File: src/rtl/scrub_pkg.sv
package scrub_pkg;
    typedef enum logic [2:0] {
        S_IDLE,
        S_CMP_RD,
        S_CMP_CHK,
        S_DECIDE,
        S_REP_RD,
        S_REP_WR,
        S_NEXT,
        S_FINISH
    } scrub_state_e;
endpackage

File: src/rtl/scrub_period_timer.sv
module scrub_period_timer #(
    parameter int PERIOD_W = 16
) (
    input  logic                clk,
    input  logic                rst_n,
    input  logic                en,
    input  logic [PERIOD_W-1:0] period,
    output logic                hit
);
    logic [PERIOD_W-1:0] cnt_q;

    // Fires once the idle run reaches period cycles; zero period never fires.
    assign hit = en && (period != '0) && (cnt_q >= period - PERIOD_W'(1));

    always_ff @(posedge clk or negedge rst_n) begin
        if (!rst_n)              cnt_q <= '0;
        else if (!en || hit)     cnt_q <= '0;
        else if (cnt_q != '1)    cnt_q <= cnt_q + PERIOD_W'(1);
    end
endmodule

File: src/rtl/scrub_sat_cnt.sv
module scrub_sat_cnt #(
    parameter int CNT_W = 8
) (
    input  logic             clk,
    input  logic             rst_n,
    input  logic             clr,
    input  logic             inc,
    output logic [CNT_W-1:0] q
);
    always_ff @(posedge clk or negedge rst_n) begin
        if (!rst_n)                 q <= '0;
        else if (clr)               q <= '0;
        else if (inc && q != '1)    q <= q + CNT_W'(1);
    end
endmodule

File: src/rtl/cfg_scrubber.sv
module cfg_scrubber
    import scrub_pkg::*;
#(
    parameter int N_FRAMES    = 16,
    parameter int FRAME_WORDS = 8,
    parameter int DATA_W      = 32,
    parameter int PERIOD_W    = 16,
    parameter int CNT_W       = 8,
    parameter int SEFI_FRAMES = 8,
    localparam int ADDR_W     = $clog2(N_FRAMES * FRAME_WORDS)
) (
    input  logic                clk,
    input  logic                rst_n,
    input  logic                start,
    input  logic [PERIOD_W-1:0] period,
    input  logic                reconfig_ack,
    output logic                cfg_rd_en,
    output logic                cfg_wr_en,
    output logic [ADDR_W-1:0]   cfg_addr,
    output logic [DATA_W-1:0]   cfg_wdata,
    input  logic [DATA_W-1:0]   cfg_rdata,
    output logic [ADDR_W-1:0]   gold_addr,
    input  logic [DATA_W-1:0]   gold_rdata,
    output logic                busy,
    output logic                done,
    output logic [CNT_W-1:0]    bad_frames,
    output logic [CNT_W-1:0]    bad_words,
    output logic                sefi,
    output logic                reconfig_req
);
    localparam int FRM_W = (N_FRAMES > 1) ? $clog2(N_FRAMES) : 1;
    localparam int WRD_W = (FRAME_WORDS > 1) ? $clog2(FRAME_WORDS) : 1;

    scrub_state_e         state_q, state_d;
    logic [FRM_W-1:0]     frame_q;
    logic [WRD_W-1:0]     word_q;
    logic                 frame_bad_q;
    logic                 sefi_q;
    logic [CNT_W-1:0]     pub_frames_q, pub_words_q;
    logic [CNT_W-1:0]     run_frames, run_words;
    logic                 timer_hit, launch, mismatch, last_word, last_frame, sefi_hit;

    assign mismatch   = (cfg_rdata != gold_rdata);
    assign last_word  = (word_q == WRD_W'(FRAME_WORDS - 1));
    assign last_frame = (frame_q == FRM_W'(N_FRAMES - 1));
    assign sefi_hit   = ({1'b0, run_frames} + (CNT_W+1)'(1)) >= (CNT_W+1)'(SEFI_FRAMES);
    assign launch     = (state_q == S_IDLE) && !sefi_q && (start || timer_hit);

    scrub_period_timer #(.PERIOD_W(PERIOD_W)) i_timer (
        .clk    (clk),
        .rst_n  (rst_n),
        .en     ((state_q == S_IDLE) && !sefi_q),
        .period (period),
        .hit    (timer_hit)
    );

    scrub_sat_cnt #(.CNT_W(CNT_W)) i_word_cnt (
        .clk   (clk),
        .rst_n (rst_n),
        .clr   (launch),
        .inc   ((state_q == S_CMP_CHK) && mismatch),
        .q     (run_words)
    );

    scrub_sat_cnt #(.CNT_W(CNT_W)) i_frame_cnt (
        .clk   (clk),
        .rst_n (rst_n),
        .clr   (launch),
        .inc   ((state_q == S_DECIDE) && frame_bad_q),
        .q     (run_frames)
    );

    // Next-state logic
    always_comb begin
        state_d = state_q;
        unique case (state_q)
            S_IDLE:    if (launch) state_d = S_CMP_RD;
            S_CMP_RD:  state_d = S_CMP_CHK;
            S_CMP_CHK: state_d = last_word ? S_DECIDE : S_CMP_RD;
            S_DECIDE: begin
                if (!frame_bad_q)  state_d = S_NEXT;
                else if (sefi_hit) state_d = S_FINISH;
                else               state_d = S_REP_RD;
            end
            S_REP_RD:  state_d = S_REP_WR;
            S_REP_WR:  state_d = last_word ? S_NEXT : S_REP_RD;
            S_NEXT:    state_d = last_frame ? S_FINISH : S_CMP_RD;
            S_FINISH:  state_d = S_IDLE;
            default:   state_d = S_IDLE;
        endcase
    end

    // State register and pass bookkeeping
    always_ff @(posedge clk or negedge rst_n) begin
        if (!rst_n) begin
            state_q      <= S_IDLE;
            frame_q      <= '0;
            word_q       <= '0;
            frame_bad_q  <= 1'b0;
            sefi_q       <= 1'b0;
            pub_frames_q <= '0;
            pub_words_q  <= '0;
        end else begin
            state_q <= state_d;
            if (reconfig_ack) sefi_q <= 1'b0;
            unique case (state_q)
                S_IDLE: if (launch) begin
                    frame_q     <= '0;
                    word_q      <= '0;
                    frame_bad_q <= 1'b0;
                end
                S_CMP_CHK: begin
                    if (mismatch)   frame_bad_q <= 1'b1;
                    if (!last_word) word_q <= word_q + WRD_W'(1);
                end
                S_DECIDE: begin
                    word_q <= '0;
                    if (frame_bad_q && sefi_hit) sefi_q <= 1'b1;
                end
                S_REP_WR: if (!last_word) word_q <= word_q + WRD_W'(1);
                S_NEXT: begin
                    if (!last_frame) frame_q <= frame_q + FRM_W'(1);
                    word_q      <= '0;
                    frame_bad_q <= 1'b0;
                end
                S_FINISH: begin
                    pub_frames_q <= run_frames;
                    pub_words_q  <= run_words;
                end
                default: ;
            endcase
        end
    end

    // Outputs
    always_comb begin
        cfg_addr  = ADDR_W'(frame_q) * ADDR_W'(FRAME_WORDS) + ADDR_W'(word_q);
        gold_addr = cfg_addr;
        cfg_wdata = gold_rdata;
        cfg_rd_en = (state_q == S_CMP_RD);
        cfg_wr_en = (state_q == S_REP_WR);
        busy      = (state_q != S_IDLE);
        done      = (state_q == S_FINISH);
    end

    assign bad_frames   = pub_frames_q;
    assign bad_words    = pub_words_q;
    assign sefi         = sefi_q;
    assign reconfig_req = sefi_q;
endmodule

File: config.mk
export PLATFORM = sky130hd
export DESIGN_NAME = cfg_scrubber
export DESIGN_NICKNAME = d
export VERILOG_FILES = /design/src/rtl/scrub_pkg.sv /design/src/rtl/scrub_period_timer.sv /design/src/rtl/scrub_sat_cnt.sv /design/src/rtl/cfg_scrubber.sv
export SDC_FILE = /design/constraint.sdc
export NUM_CORES = 1
export LEC_CHECK = 0
export ABC_CLOCK_PERIOD_IN_PS = 2000
export BUFFER_PORTS_ARGS = -buffer_cell sky130_fd_sc_hd__buf_2
export CAP_MARGIN = 20
export CORE_UTILIZATION = 30
export DETAILED_ROUTE_END_ITERATION = 16
export GPL_TIMING_DRIVEN = 0
export RECOVER_POWER = 25
export SLEW_MARGIN = 5
export SYNTH_ARGS = -nofsm -noshare
export SYNTH_HDL_FRONTEND = slang
export SYNTH_SLANG_ARGS = --single-unit
File: constraint.sdc
create_clock -name clk -period 2 [get_ports clk]
set_input_delay 0.2 -clock clk [delete_from_list [all_inputs] [get_ports clk]]
set_output_delay 0.2 -clock clk [all_outputs]
set_load 0.02 [all_outputs]
==> results.yml, run 1 <==
synthesis:
  synth_area_per_cell_um2: 9.416
  synthCells: 449
  ys_seq_area_share_pct: 35.51
  synth_area_um2: 4228
  ys_ff_latch: 60
  synth_cell_types: 51
  yosysWarningCount: 0
  synth_nets: 557
cells_and_area:
  fin_cells: 814
  ff_latch_area_um2: 1501
  area_delta_synth_final_pct: 39.63
  multi_input_area_um2: 2551
  nets: 737
  final_util_pct: 42.69
  drive_above_1_share_pct: 40.06
  antenna_cells: 0
  fillers: 1362
place:
  routabilityCongestion: 0.8339
  post-place-ws_ns: -1.110
  portBuffers: 151
  dpl.hpwl_um: 8278
  dp.cells: 780
timing:
  max_slew_margin_pct: 48.03
  hold_viol_final: 0
  setup_violations: 41
  period_needed_ns: 2.657
  worst_pin_slew_ns: 0.7796
  grt_setup_unrepaired: "yes"
  post-route-period-util_pct: 132.9
  skew_ns: 0.004744
  setup_slack_ns: -0.6574
  tns_ns: -24.39
  fmax_mhz: 376.3
  slew_violations: 0
setup_path:
  cp-end-kind: "flop"
  required_ns: 2.21
  path_delay_family: "simple AND/OR/NAND/NOR gates"
  crit_buf_inv: 3
  cp_common_cell: "buf_8"
  crit_slowest_cell: "or4_4"
  worstPathArrival_ns: 2.87
  cp-start-kind: "input port"
  cp_max_fo: 5
  crit_path_max_incr_delay_ns: 0.53
  path_cells: "buf_8 > or4_4 > or3_4 > nor2_4 > xnor2_1 > ha_1 > nand4_1 > a211oi_2 > a32oi_2 > a31o_4 > nand2_8 > buf_12 > buf_8 > nor2_1"
  critPathKind: "in -> reg"
clock_tree:
  htreeDepth: 3
  cts_root_buf: "clkbuf_16"
  cts.sinks: 60
  clk_latency_ns: 0.32
  cts_buffers: 9
  cts_buffer_depth: 2
  path_clk_slew_ns: 0.05
  cts_tree: "yes"
power_and_ir_drop:
  p_leak_nw: 2.700
  total_power_mw: 5.891
  power_density_nw_per_um2: 997.9
  irDropWorstVdd_uv: 507.4
routing:
  ant_nets: 0
  drt_iter0_drc: 126
  drc: 0
  wl_per_cell_um: 13.41
  drt-pass1-iter-count: 4
  via_per_inst: 4.705
  wl_um: 10910
  routed-via-count: 3830
flow_run:
  drv_cap: 0
status:
  status: "finished, violations left"
  failed_checks: "negative setup slack"
global_routing:
  grt_overflow: 0
  grt_pass1_wl_um: 17550
  antenna_found_initial: 0
  grt_pass1_vias: 3796
  grt.total_usage_pct: 15.16
  grt_max_degree: 61
floorplanning:
  die_area_um2: 14570
  start_util_pct: 30.58
  num_io_pins: 152
  die_y_um: 120.7
  design.core.area_um2: 13830
  dieWidth_um: 120.7
  rows: 43
worst_hold_path:
  min_path_type: "in -> reg"
-- layout by cell type (no fill, tap or decap), types with 4 or more instances in the layout --
| cell type | netlist | routed |
|---|---|---|
| xnor2_1 | 52 | 52 |
| a21oi_2 | 0 | 4 |
| buf_6 | 2 | 9 |
| nand2_1 | 28 | 28 |
| o21ai_0 | 13 | 11 |
| dfrtp_1 | 60 | 60 |
| ha_1 | 24 | 24 |
| nor2_1 | 40 | 25 |
| xor2_1 | 18 | 18 |
| nor2_4 | 0 | 7 |
| a21oi_1 | 18 | 14 |
| nand3_1 | 21 | 18 |
| nor3b_1 | 6 | 6 |
| clkbuf_1 | 6 | 39 |
| and3_1 | 7 | 7 |
| nand4_1 | 16 | 16 |
| mux2i_1 | 7 | 7 |
| buf_2 | 0 | 112 |
| mux2_2 | 16 | 16 |
| inv_1 | 13 | 13 |
| clkbuf_16 | 0 | 9 |
| nor3_1 | 10 | 6 |
| nor2b_1 | 4 | 4 |
| buf_4 | 40 | 50 |
| nor2_2 | 1 | 9 |
-- report_power, final --
| part | internal [mW] | total [mW] | switching, mW |
|---|---|---|---|
| Clock | 0.994 | 1.54 | 0.551 |
| Combinational | 1.17 | 2.59 | 1.42 |
| Sequential | 1.49 | 1.76 | 0.272 |
| Total | 3.65 | 5.89 | 2.24 |
-- through the flow --
step | hold WS (ns) | area, µm²
after floorplan | -0.09559 | 4245
after global placement | 0.4161 | 5226
after detailed placement | 0.3339 | 5229
after CTS | 0.09011 | 5796
after global routing | 0.1007 | 5903
final | 0.09988 | 5903
-- metal layers --
layer	routed length (µm)	global-route usage [%]	part of all wire [%]
met2	5766	29.31	53
met3	638	2.972	5.8
met5	0	0	0
met1	4401	16.71	40
met4	107	3.858	0.98
-- cells by family after synthesis --
group                    share of synthesized area [%]
buffers and inverters                            9.322
multiplexers                                     5.919
flip-flops                                       35.51
XOR/XNOR                                         14.50
AO/OA/AOI/OAI                                    8.228
AND/OR/NAND/NOR                                  19.41
adder cells (fa/ha/maj)                          7.103
-- final cells by class --
type,count,area share [%]
plain buffers,47,5.892
clock buffers,10,4.048
inverters,13,0.8266
well taps,180,3.815
repair buffers,170,15.68
multi-input cells,328,43.22
clock inverters,6,1.081
flip-flops and latches,60,25.43
-- worst paths after layout --
check                           cells after the start  slack (ns)                    startpoint                      endpoint
worst max register to register                     10       -0.41  i_timer.cnt_q[0]$_DFFE_PN0P_  i_frame_cnt.q[5]$_DFFE_PN0P_
worst max-delay path                               14       -0.66                     period[9]  i_frame_cnt.q[5]$_DFFE_PN0P_
min in group asynchronous                           2        0.49                         rst_n      bad_words[5]$_DFFE_PN0P_
max in group asynchronous                           2        0.97                         rst_n   i_word_cnt.q[5]$_DFFE_PN0P_
worst min register to register                      2        0.49      bad_words[7]$_DFFE_PN0P_      bad_words[7]$_DFFE_PN0P_
worst min-delay path                                2         0.1                  reconfig_ack        reconfig_req$_DFF_PN0_
-- state kept, by name, indices dropped and copies added (netlist names) --
name           count
i_timer.cnt_q     16
bad_frames         8
bad_words          8
i_frame_cnt.q      8
i_word_cnt.q       8
frame_q            4
state_q            3
word_q             3
frame_bad_q        1
reconfig_req       1
-- synthesized netlist by cell type (all sizes together) --
cell	count	area, µm²
a2111o	1	11.26
a211oi	2	15.01
a21bo	1	10.01
a21boi	1	7.510
a21oi	18	90.09
a22o	1	8.760
a2bb2oi	1	8.760
a311oi	2	17.52
a31o	3	35.04
a31oi	3	18.77
a32oi	1	8.760
and2	3	18.77
and3	7	43.79
and4	3	26.28
and4b	1	10.01
buf	42	322.8
clkbuf	6	22.52
dfrtp	60	1501
ha	24	300.3
inv	13	48.80
mux2	16	180.2
mux2i	7	70.07
nand2	30	127.6
nand2b	3	18.77
nand3	21	105.1
nand3b	1	7.510
nand4	16	100.1
nand4b	1	8.760
nor2	41	156.4
nor2b	4	25.02
nor3	10	50.05
nor3b	6	45.04
nor4	4	25.02
nor4b	1	8.760
o21ai	14	73.82
o21bai	1	7.510
o22ai	1	6.260
o31a	1	8.760
o31ai	2	20.02
or2	1	6.260
or3	3	18.77
or4	2	18.77
xnor2	52	455.4
xor2	18	157.7
-- worst reg2reg max path: cells and delay by family, from the launching register on --
| family | cells | cell delay [ns] |
|---|---|---|
| AO/OA/AOI/OAI | 3 | 0.97 |
| adder cells (fa/ha/maj) | 1 | 0.26 |
| buffers and inverters | 3 | 0.33 |
| flip-flops | 1 | 0.42 |
| AND/OR/NAND/NOR | 3 | 0.35 |
-- what timing repair did --
action                                 CTS  global route
setup endpoints to repair               49            43
endpoints found under the hold margin   60             0
gates cloned                             2             0
buffers inserted                        13             4
resized for setup                       30            31
hold buffers                             1             0
pin swaps                               13             3
Power figures use the tool's default switching activity.
==> run 2, diff against run 1 <==
--- a/config.mk
+++ b/config.mk
@@ -5,10 +5,11 @@
 export SDC_FILE = /design/constraint.sdc
 export NUM_CORES = 1
 export LEC_CHECK = 0
-export ABC_CLOCK_PERIOD_IN_PS = 2000
+export ABC_CLOCK_PERIOD_IN_PS = 2700
 export BUFFER_PORTS_ARGS = -buffer_cell sky130_fd_sc_hd__buf_2
 export CAP_MARGIN = 20
 export CORE_UTILIZATION = 30
+export CTS_BUF_LIST = sky130_fd_sc_hd__clkbuf_4
 export DETAILED_ROUTE_END_ITERATION = 16
 export GPL_TIMING_DRIVEN = 0
 export RECOVER_POWER = 25
==> constraint.sdc (replaced) <==
create_clock -name clk -period 2.7 [get_ports clk]
set_input_delay 0.27 -clock clk [delete_from_list [all_inputs] [get_ports clk]]
set_output_delay 0.27 -clock clk [all_outputs]
set_load 0.02 [all_outputs]
==> run 2 against run 1 <==
The run ends with max-capacitance violations left. Register-to-register slack improved by 0.65 ns. Combinational power decreased by 32%. Power is 38% lower. Global-route usage fell by 0.68 points. Final area decreased by 5.1%. Via count is 0.42% lower. Final cell count shrank 0.86%. Non-clock buffer count is 8 lower. First-iteration DRC count down 26%. Largest cell class unchanged.
==> results.yml, run 2 (same netlist as run 1, synthesis figures left out) <==
clock_tree:
  cts_root_buf: "clkbuf_4"
  path_clk_slew_ns: 0.11
  cts.sinks: 60
  cts_buffers: 9
  htreeDepth: 3
  cts_buffer_depth: 2
  clk_latency_ns: 0.40
  cts_tree: "yes"
worst_hold_path:
  min_path_type: "in -> reg"
  min_from: "reconfig_ack"
place:
  routabilityCongestion: 0.8397
  portBuffers: 151
  dp.cells: 780
  placed_area_um2: 5219
  post-place-ws_ns: -0.4900
  dpl.hpwl_um: 8376
global_routing:
  grt_pass1_wl_um: 16640
  grt_overflow: 0
  grt_pass1_vias: 3561
  grt.total_usage_pct: 14.49
  grt_max_degree: 61
  antenna_found_initial: 0
power_and_ir_drop:
  p_leak_nw: 2.606
  power_density_nw_per_um2: 655.9
  power.switching_mw: 1.525
  combPwrFrac_pct: 47.7
  p_int_mw: 2.151
  pwr-share-clk_pct: 17.0
  pwr-share-seq_pct: 35.3
  switching_share_pct: 41.48
  irDropWorstVdd_uv: 225.7
timing:
  post-route-period-util_pct: 97.78
  skew_ns: 0.01134
  setup_violations: 0
  hold_viol_final: 0
  slew_violations: 0
  fmax_mhz: 378.8
  setup_slack_ns: 0.05984
  max_slew_margin_pct: 0.6378
  grt_setup_unrepaired: "yes"
  worst_pin_slew_ns: 1.490
  tns_ns: 0
  period_needed_ns: 2.640
setup_path:
  cp-end-kind: "flop"
  cp-start-kind: "input port"
  cp_max_fo: 7
  setup.worst_path.start: "period[9]"
  worstPathArrival_ns: 2.98
  critPathKind: "in -> reg"
  r2r-start: "state_q[2]$_DFFE_PN0P_"
  required_ns: 3.04
status:
  failed_checks: "max-capacitance violations"
  status: "finished, violations left"
cells_and_area:
  area_delta_synth_final_pct: 32.55
  drive_above_1_share_pct: 37.00
  nets: 730
  fin_cells: 807
  largest_reg_flops: 16
  antenna_cells: 0
  layout_common_cells: "buf_2, dfrtp_1, xnor2_1"
  final_util_pct: 40.53
  final_common_cell: "buf_2"
  stdcell_area_um2: 5604
  largest-register: "i_timer.cnt_q"
routing:
  drt-pass1-iter-count: 5
  routed-via-count: 3814
  via_per_inst: 4.726
  wl_um: 10810
  wl_per_cell_um: 13.39
  drc: 0
  drt_iter0_drc: 93
  ant_nets: 0
flow_run:
  drv_cap: 1
floorplanning:
  die_y_um: 120.7
  rows: 43
  design.core.area_um2: 13830
  start_util_pct: 30.58
  die_area_um2: 14570
  dieWidth_um: 120.7
  num_io_pins: 152
[run 2: metrics by stage]
step | power [mW] | hold slack [ns]
after floorplan | 2.351 | -0.02559
after global placement | 2.843 | 0.4663
after detailed placement | 2.885 | 0.3994
after CTS | 3.524 | 0.05811
after global routing | 3.942 | 0.06013
final | 3.676 | 0.08001
[run 2: critical path, stage by stage]
cell,delay (ns)
buf_8,0.10
or4_4,0.53
or3_4,0.36
nor2_4,0.09
xnor2_1,0.12
ha_1,0.26
nand4_1,0.18
nor2_1,0.09
a311oi_2,0.25
a31o_4,0.34
nand2_8,0.10
clkbuf_16,0.20
nor2_1,0.09
[run 2: cell type report]
cell class | instances | area (µm²)
sequential | 60 | 1501
tap | 180 | 225.2
buffer | 48 | 352.8
clock inverter | 7 | 66.31
timing repair buffer | 161 | 848.3
inverter | 13 | 48.80
multi-input combinational | 329 | 2494
clock buffer | 9 | 67.56
fill | 1402 | 8223
[run 2: final timing paths]
kind                                                 to  slack, ns  cells past startpoint
max reg2reg                i_frame_cnt.q[6]$_DFFE_PN0P_       0.24                      7
min in group asynchronous      bad_words[2]$_DFFE_PN0P_       0.78                      2
max                        i_timer.cnt_q[1]$_DFFE_PN0P_       0.06                     13
min                              reconfig_req$_DFF_PN0_       0.08                      2
max in group asynchronous        state_q[2]$_DFFE_PN0P_       1.02                      2
min reg2reg                    bad_words[7]$_DFFE_PN0P_       0.51                      2
[run 2: routing by layer]
metal | global-route usage (%) | up-vias | routed length, µm
met1 | 16.36 | 1784 | 4354
met2 | 27.44 | 140 | 5699
met3 | 2.642 | 10 | 668
met5 | 0 | - | 0
li1 | - | 1880 | -
met4 | 4.167 | 0 | 86
[run 2: power by group through the flow]
stage,combinational [mW],clock [mW],sequential (mW)
6_report,1.75,0.624,1.30
5_1_grt,1.92,0.692,1.33
4_1_cts,1.58,0.642,1.30
3_5_place_dp,1.57,0,1.32
3_3_place_gp,1.54,0,1.31
2_1_floorplan,0.944,0,1.41
[run 2: repair_timing]
action,4_1_cts,5_1_grt
endpoints found under the setup margin,13,41
resized for setup,4,30
buffers inserted,1,6
hold buffers,1,0
gates cloned,0,3
pin swaps,2,2
hold endpoints to repair,60,0
